## src/rtl/stack_pkg.sv

```systemverilog
package stack_pkg;
  // Strobes sent from the request control to the pointer datapath
  typedef struct packed {
    logic load;   // reload pointer to top of window
    logic dec;    // push step
    logic inc;    // pull step
  } spStrobe_t;
endpackage

```

## src/rtl/sp_ctrl.sv

```systemverilog
module sp_ctrl
  import stack_pkg::*;
#(
  parameter int SUB_LEN = 2,
  parameter int INT_LEN = 5
) (
  input  logic      clk,
  input  logic      rstN,
  input  logic      pushReq,
  input  logic      pullReq,
  input  logic      rspReq,
  input  logic      frameReq,
  input  logic      frameIrq,
  input  logic      framePull,
  output spStrobe_t strobe,
  output logic      frameBusy
);
  localparam int MAX_LEN = (INT_LEN > SUB_LEN) ? INT_LEN : SUB_LEN;
  localparam int CNT_W   = $clog2(MAX_LEN + 1);
  localparam logic [CNT_W-1:0] SUB_LEFT = CNT_W'(SUB_LEN - 1);
  localparam logic [CNT_W-1:0] INT_LEFT = CNT_W'(INT_LEN - 1);

  logic [CNT_W-1:0] remain, nextRemain;
  logic             dirPull, nextDir;

  always_comb begin
    strobe     = '0;
    nextRemain = remain;
    nextDir    = dirPull;
    if (rspReq) begin
      strobe.load = 1'b1;
      nextRemain  = '0;
    end else if (remain != '0) begin
      strobe.inc = dirPull;
      strobe.dec = !dirPull;
      nextRemain = remain - 1'b1;
    end else if (frameReq) begin
      strobe.inc = framePull;
      strobe.dec = !framePull;
      nextRemain = frameIrq ? INT_LEFT : SUB_LEFT;
      nextDir    = framePull;
    end else if (pushReq && !pullReq) begin
      strobe.dec = 1'b1;
    end else if (pullReq && !pushReq) begin
      strobe.inc = 1'b1;
    end
  end

  always_ff @(posedge clk or negedge rstN) begin
    if (!rstN) begin
      remain  <= '0;
      dirPull <= 1'b0;
    end else begin
      remain  <= nextRemain;
      dirPull <= nextDir;
    end
  end

  assign frameBusy = (remain != '0);


  strobes_exclusive_chk: assert property (@(posedge clk) disable iff (!rstN)
    $onehot0({strobe.load, strobe.dec, strobe.inc}));


  conflict_reject_chk: assert property (@(posedge clk) disable iff (!rstN)
    (!rspReq && !frameBusy && !frameReq && pushReq && pullReq) |-> (strobe == '0));


  busy_steps_chk: assert property (@(posedge clk) disable iff (!rstN)
    (frameBusy && !rspReq) |-> (strobe.inc || strobe.dec));


  rsp_cancel_chk: assert property (@(posedge clk) disable iff (!rstN)
    rspReq |=> !frameBusy);
endmodule

```

## src/rtl/sp_datapath.sv

```systemverilog
module sp_datapath
  import stack_pkg::*;
#(
  parameter int ADDR_W = 13,
  parameter int LOW_W  = 6,
  parameter logic [ADDR_W-LOW_W-1:0] HI_PAT = 7'b0000011
) (
  input  logic              clk,
  input  logic              rstN,
  input  spStrobe_t         strobe,
  output logic [ADDR_W-1:0] stackAddr,
  output logic              memWrite,
  output logic              memRead,
  output logic              wrapPulse
);
  localparam logic [LOW_W-1:0] TOP = {LOW_W{1'b1}};
  localparam logic [LOW_W-1:0] BOT = '0;

  logic [LOW_W-1:0] ptr;

  always_ff @(posedge clk or negedge rstN) begin
    if (!rstN) begin
      ptr       <= TOP;
      wrapPulse <= 1'b0;
      memRead   <= 1'b0;
    end else begin
      wrapPulse <= 1'b0;
      memRead   <= 1'b0;
      if (strobe.load) begin
        ptr <= TOP;
      end else if (strobe.dec) begin
        ptr       <= ptr - 1'b1;
        wrapPulse <= (ptr == BOT);
      end else if (strobe.inc) begin
        ptr       <= ptr + 1'b1;
        wrapPulse <= (ptr == TOP);
        memRead   <= 1'b1;
      end
    end
  end

  assign stackAddr = {HI_PAT, ptr};
  assign memWrite  = strobe.dec;


  push_step_chk: assert property (@(posedge clk) disable iff (!rstN)
    strobe.dec |=> (ptr == $past(ptr) - 1'b1));


  pull_step_chk: assert property (@(posedge clk) disable iff (!rstN)
    strobe.inc |=> (ptr == $past(ptr) + 1'b1) && memRead);


  rsp_load_chk: assert property (@(posedge clk) disable iff (!rstN)
    strobe.load |=> (stackAddr == {HI_PAT, TOP}));


  hold_chk: assert property (@(posedge clk) disable iff (!rstN)
    (strobe == '0) |=> $stable(ptr) && !wrapPulse);


  wrap_down_chk: assert property (@(posedge clk) disable iff (!rstN)
    (strobe.dec && ptr == BOT) |=> wrapPulse && ptr == TOP);


  wrap_up_chk: assert property (@(posedge clk) disable iff (!rstN)
    (strobe.inc && ptr == TOP) |=> wrapPulse && ptr == BOT);
endmodule

```

## src/rtl/stack_ptr_unit.sv

```systemverilog
module stack_ptr_unit
  import stack_pkg::*;
#(
  parameter int ADDR_W  = 13,
  parameter int LOW_W   = 6,
  parameter int SUB_LEN = 2,
  parameter int INT_LEN = 5
) (
  input  logic              clk,
  input  logic              rstN,
  input  logic              pushReq,
  input  logic              pullReq,
  input  logic              rspReq,
  input  logic              frameReq,
  input  logic              frameIrq,
  input  logic              framePull,
  output logic [ADDR_W-1:0] stackAddr,
  output logic              memWrite,
  output logic              memRead,
  output logic              wrapPulse,
  output logic              frameBusy
);
  spStrobe_t strobe;

  sp_ctrl #(.SUB_LEN(SUB_LEN), .INT_LEN(INT_LEN)) u_ctrl (
    .clk(clk), .rstN(rstN), .pushReq(pushReq), .pullReq(pullReq),
    .rspReq(rspReq), .frameReq(frameReq), .frameIrq(frameIrq),
    .framePull(framePull), .strobe(strobe), .frameBusy(frameBusy)
  );

  sp_datapath #(.ADDR_W(ADDR_W), .LOW_W(LOW_W)) u_dp (
    .clk(clk), .rstN(rstN), .strobe(strobe), .stackAddr(stackAddr),
    .memWrite(memWrite), .memRead(memRead), .wrapPulse(wrapPulse)
  );
endmodule

```

## config.mk

```make
export PLATFORM = sky130hd
export DESIGN_NAME = stack_ptr_unit
export DESIGN_NICKNAME = d
export VERILOG_FILES = /design/src/rtl/stack_pkg.sv /design/src/rtl/sp_ctrl.sv /design/src/rtl/sp_datapath.sv /design/src/rtl/stack_ptr_unit.sv
export SDC_FILE = /design/constraint.sdc
export NUM_CORES = 1
export LEC_CHECK = 0
export ABC_CLOCK_PERIOD_IN_PS = 5600
export BUFFER_PORTS_ARGS = -buffer_cell sky130_fd_sc_hd__buf_2
export CORE_MARGIN = 4
export CORE_UTILIZATION = 54
export CTS_CLUSTER_SIZE = 12
export DETAILED_ROUTE_END_ITERATION = 8
export GPL_TIMING_DRIVEN = 0
export PLACE_DENSITY = 0.85
export SYNTH_ARGS = -nofsm -noshare
export SYNTH_HDL_FRONTEND = slang
export SYNTH_SLANG_ARGS = --single-unit
```

## constraint.sdc

```tcl
create_clock -name clk -period 5.6 [get_ports clk]
set_input_delay 0.28 -clock clk [delete_from_list [all_inputs] [get_ports clk]]
set_output_delay 0.28 -clock clk [all_outputs]
set_load 0.005 [all_outputs]
```

# [Yosys cells after proc, flatten, opt, wreduce, memory -nomap -nowiden]
# Cells that the tools add are included.
[word_totals] ff_bits=12 input_bits=8
[classes] eq_ne=1 reduce_logical=11 mux=20 n_addsub=3 bitwise=2
[ops] op="6-bit 2-to-1 mux" n=3
[ops] op="3-bit 2-to-1 mux" n=4
[ops] op="1-bit 2-to-1 mux" n=10
[ops] op="3-bit nonzero test" n=3
[ops] op="6-bit by 1-bit adder with 6-bit output (second input constant)" n=1
[ops] op="6-bit == test (second input constant)" n=1
[ops] op="6-bit zero test" n=1
[ops] op="2-bit 2-to-1 mux" n=3
[ops] op="6-bit by 1-bit subtractor with 6-bit output (second input constant)" n=1
[ops] op="1-bit zero test" n=4
[ops] op="3-bit AND reduction" n=1
[ops] op="3-bit by 1-bit subtractor with 3-bit output (second input constant)" n=1
[ops] op="1-bit logical AND" n=2
[ops] op="1-bit NOT" n=2

# [Longest topological paths before layout]
[logic_depth] depth_word=10 mapped_depth=11 ltp_nobuf=10

# [Cells and area by module]
# From an unflattened synthesis, not the netlist that was laid out.
[unflattened] cells_unflattened=89 hier_area_um2=829.5
[by_module_without_submodules] module="sp_datapath" cells_each=62 instances=1 area_each_um2=579.3 seq_area_each_um2=207.7
[by_module_without_submodules] module="sp_ctrl" cells_each=27 instances=1 area_each_um2=250.2 seq_area_each_um2=100.1

# [Worst setup path before layout]
# OpenSTA, ideal clock, no wires.
[synth_timing] kind="reg2reg" startpoint="reg u_ctrl.remain[1]" endpoint="reg u_dp.ptr[5]" arrival_ps=2257 setup_time_ps=90 path_stages_with_launch=11 path_slack_ps=3253 t_required_ps=5510 cell_sequence="dfrtp_1 > nor3_2 > a31oi_2 > nand2_2 > clkinv_2 > ha_1 > a211o_1 > o211ai_2 > a21oi_1 > a211oi_2 > o32ai_2"
[synth_between] elab_chain_len=5 word_cells_on_any_way=6 classes_between="mux: 4; reduce/logical: 2"
[synth_lines] item="start, declared" line="sp_ctrl.sv:23" source="logic [CNT_W-1:0] remain, nextRemain;"
[synth_lines] item="start signal, assigned" line="sp_ctrl.sv:54" source="remain <= nextRemain;"
[synth_lines] item="3-bit nonzero test (*)" line="sp_ctrl.sv:33" source="end else if (remain != '0) begin"
[synth_lines] item="2-bit 2-to-1 mux (*)" line="sp_ctrl.sv:33"
[synth_lines] item="2-bit 2-to-1 mux (*)" line="sp_ctrl.sv:30" source="if (rspReq) begin"
[synth_lines] item="net memWrite" line="stack_ptr_unit.sv:18" source="output logic memWrite,"
[synth_lines] item="6-bit 2-to-1 mux" line="sp_datapath.sv:31" source="end else if (strobe.dec) begin"
[synth_lines] item="6-bit 2-to-1 mux" line="sp_datapath.sv:29" source="if (strobe.load) begin"
[synth_lines] item="end signal, assigned" line="sp_datapath.sv:32" source="ptr <= ptr - 1'b1;"
[synth_lines] item="end signal, assigned" line="sp_datapath.sv:35" source="ptr <= ptr + 1'b1;"
[synth_lines] item="end, declared" line="sp_datapath.sv:19" source="logic [LOW_W-1:0] ptr;"
# Mark *: on every way through the listed nets, which the timed path passes. The rest lies on a longest branch.
# A chain may end at the register's enable or synchronous reset.

# [Final worst setup path]
[layout_timing] startpoint="reg u_ctrl.remain[1]" endpoint="reg u_dp.ptr[5]"
[layout_between] elab_chain_len=5 word_cells_on_any_way=6 classes_between="mux: 4; reduce/logical: 2"
[layout_lines] item="3-bit nonzero test (*)" line="sp_ctrl.sv:33"
[layout_lines] item="2-bit 2-to-1 mux (*)" line="sp_ctrl.sv:33"
[layout_lines] item="2-bit 2-to-1 mux (*)" line="sp_ctrl.sv:30"
[layout_lines] item="6-bit 2-to-1 mux" line="sp_datapath.sv:31"
[layout_lines] item="6-bit 2-to-1 mux" line="sp_datapath.sv:29"
# Every way passes the cells marked *; elsewhere a longest branch is shown, timed or not.

==> impl_results.rst <==
.. list-table::
   :header-rows: 1

   * - Metric
     - Value
   * - Outcome
     - completed
   * - Layout filler cell count
     - 127
   * - Std cell rows
     - 14
   * - Iter 0 DRT Violations
     - 40
   * - # nets final
     - 133
   * - P&R area growth vs syn
     - 16.8%
   * - Total CTS buffers
     - 3
   * - Most frequent cells after synthesis
     - a21oi_1, buf_4, nand2_1, nor2_1
   * - Number of instances in the synthesized netlist
     - 94
   * - Via count of the routed design
     - 765
   * - Share of cells above drive strength 1
     - 0.387
   * - Unique cell type count in the Yosys netlist
     - 40
   * - Setup Skew
     - 0.00639 ns
   * - Total area of sequential cells
     - roughly 300 µm²
   * - Type of origin of the critical path
     - flip-flop
   * - Max VDD drop
     - 0.210 mV
   * - Main area contributors after synthesis
     - dfstp_2, dfrtp_1, buf_4, ha_1, a21oi_1
   * - Part of the Yosys area used for sequential elements
     - 0.345
   * - ANT cells
     - 0
   * - Share of the synthesized area in compound gates (AO/OA/AOI/OAI)
     - 0.220
   * - Largest family of logic cells by synthesized area
     - compound AO/OA/AOI/OAI gates
   * - Critical path cell sequence
     - nor3_2 -> a31oi_2 -> nand2_2 -> clkinv_2 -> ha_1 -> a211o_1 -> o211ai_2 -> a21oi_1 -> a211oi_2 -> o32ai_2
   * - Ys flop type
     - dfstp_2
   * - CTS root buf
     - clkbuf_4
   * - Mapped cell area
     - 892 µm²
   * - H-tree lvl count
     - 1
   * - Fraction of registers with async set/reset
     - 1.00
   * - DR WL/cell
     - between 10 and 15 µm
   * - Drc violations
     - 0
   * - Count of flip-flops with a built-in enable after synthesis
     - 0
   * - Achievable Freq
     - 0.376 GHz
   * - Maximum count of clock buffers along a single path
     - 2
   * - RSZ-0062 raised after global routing
     - false
   * - I/O pins
     - 25
   * - Mux share of post-synthesis cell area
     - 0.0126
   * - Antenna violations before repair
     - 0
   * - Area of the core region
     - about 1500 µm²
   * - Shortest period the worst path allows
     - approximately 2.7 ns
   * - Finish-stage setup viols
     - 0
   * - Worst min path class
     - in2reg
   * - Overall routed net length
     - 1.86 mm
   * - Max Fanout on Critical Path
     - 6
   * - Crit path kind
     - reg2reg
   * - Die Area
     - 2370 µm²
   * - Total of flip-flops plus latches after synthesis
     - 12
   * - Delay of the slowest cell on the worst path
     - 0.45 ns
   * - Most instantiated library cell after synthesis
     - a21oi_1
   * - Final count of hold timing violations
     - 0
   * - Gr ovfl total
     - 0
   * - Starting utilization of the core area
     - 0.579
   * - Multi-input gate area
     - 498 µm²
   * - Worst-Skew Late Latency
     - 0.28 ns
   * - Area fraction of the dominant cell type after synthesis
     - 0.177
   * - Clock-pin slew on the worst setup and hold paths
     - ~0.08 ns
   * - Post CTS Setup Buffer Count
     - 0
   * - Overall Global Routing Usage
     - 0.172
   * - Adder and majority cell fraction of the synthesized area
     - 0.0785
   * - CTS tree
     - done
   * - Post-CTS resize count
     - 0
   * - Port buffer count
     - 15
   * - Critical path arrival
     - approximately 2.9 ns
   * - Share of the clock period used by the worst path
     - 0.474
   * - Maxcap violations
     - 0
   * - Simple-Gate Fraction of Synth Area
     - 0.178
   * - Number of clock sinks seen by CTS
     - 12
   * - Number of nets with antenna violations after routing
     - 0
   * - Number of global-route vias before repair
     - around 730
   * - Overall die height
     - 48.6 µm
   * - Slowest cell on crit path
     - dfrtp_1
   * - Average footprint of a synthesized cell
     - 9.49 µm²
   * - Leading area contributor after synthesis
     - dfstp_2
   * - HPWL after detailed placement
     - 1.40 mm
   * - Overall Power
     - between 0.3 and 0.4 mW
   * - Die outline width
     - 48.6 µm
   * - Via density per instance
     - between 5 and 6
   * - Pin count of the biggest net entering global routing
     - 13
   * - Total power density per cell area
     - 369 nW/µm²
   * - Aggregate negative setup slack
     - 0 ns
   * - XOR/XNOR share of the synthesized area
     - 0.0393
   * - CP Capture Type
     - flip-flop
   * - Final slew viol count
     - 0
   * - Pre-Repair DR Iteration Count
     - 4
   * - Final RePlAce weighted congestion
     - 0.795
   * - Static leakage
     - 0.503 nW
   * - Wire length of the first global-routing pass
     - around 3.2 mm
   * - Data required time of the critical path
     - 5.79 ns
   * - Number of warnings issued by yosys
     - 0
timing repair:
item	CTS	global route
endpoints found under the setup margin	0	0
hold buffers	1	0
endpoints found under the hold margin	6	0
routing by layer:
layer  track usage  share of wire  vias to the layer above
li1              -              -                      367
met1         0.210           0.41                      337
met2         0.283           0.46                       41
met3        0.0337          0.063                       20
met4        0.0942          0.065                        0
met5             0              0                        -
per-stage QoR:
step / instances / hold WS, ns / cell area, µm² / setup WS [ns] / util
6_report: 135 / 0.218 / 1040 / 2.94 / 0.676
5_1_grt: 135 / 0.213 / 1040 / 2.76 / 0.676
4_1_cts: 135 / 0.213 / 1040 / 2.99 / 0.676
3_5_place_dp: 130 / 0.169 / 1010 / 3.04 / 0.653
3_3_place_gp: 130 / 0.162 / 1010 / 3.10 / 0.653
2_1_floorplan: 99 / -0.0156 / 911 / 3.25 / -
worst paths after layout:
check	from	endpoint	depth (start not counted)	slack [ns]
setup / recovery	u_ctrl.remain[1]	u_dp.ptr[5]	10	2.94
hold / removal	rspReq	u_ctrl.remain[1]	2	0.22
setup reg to reg	u_ctrl.remain[1]	u_dp.ptr[5]	10	2.94
hold reg to reg	u_dp.ptr[2]	u_dp.ptr[2]	2	0.53
max in group asynchronous	rstN	u_dp.ptr[4]	2	4.92
min in group asynchronous	rstN	u_ctrl.remain[0]	2	0.40
kinds of logic (layout without fill, tap and decap cells):
group,count (synthesis),in the layout
muxes,1,1
other,2,7
xor gates and xnor gates,4,4
and+or+nand+nor,28,28
buffers and inverters,16,36
DFF,12,12
adders and majority gates,5,5
AOI/OAI and AO/OA,26,26
where the power goes:
| group | leakage, nW | switching [mW] | internal [mW] |
|---|---|---|---|
| Sequential | 0.142 | 0.0259 | 0.119 |
| Clock | 0.0150 | 0.0292 | 0.0276 |
| Combinational | 0.346 | 0.0960 | 0.0873 |
| Total | 0.503 | 0.151 | 0.234 |
registers in the layout, indices dropped and copies added (netlist names):
name,cells
u_dp.memRead,1
u_ctrl.remain,3
u_dp.wrapPulse,1
u_ctrl.dirPull,1
u_dp.ptr,6
worst max-delay path: cells and delay by family, from the launching register on:
kind                       cells  cell delay, ns
AOI/OAI and AO/OA              6            1.09
and+or+nand+nor                2            0.59
DFF                            1            0.45
adders and majority gates      1            0.31
buffers and inverters          1            0.13
layout by cell type, fill, tap and decap left out, types with 3 or more instances in the layout:
cell	instances
inv_1	5
buf_4	7
a21oi_1	9
nand2_1	7
clkbuf_4	3
conb_1	7
nor2_1	7
xor2_1	3
buf_2	15
ha_1	4
dfstp_2	6
o211ai_1	3
dfrtp_1	6
layout make-up:
cell class | instances | share of cell area
plain buffers | 9 | 0.0744
repair buffers | 16 | 0.0816
flip-flops and latches | 12 | 0.295
clock buffers | 4 | 0.0252
inverters | 7 | 0.0264
multi-input cells | 71 | 0.478
well taps | 16 | 0.0192
(Power assumes the default switching activity.)
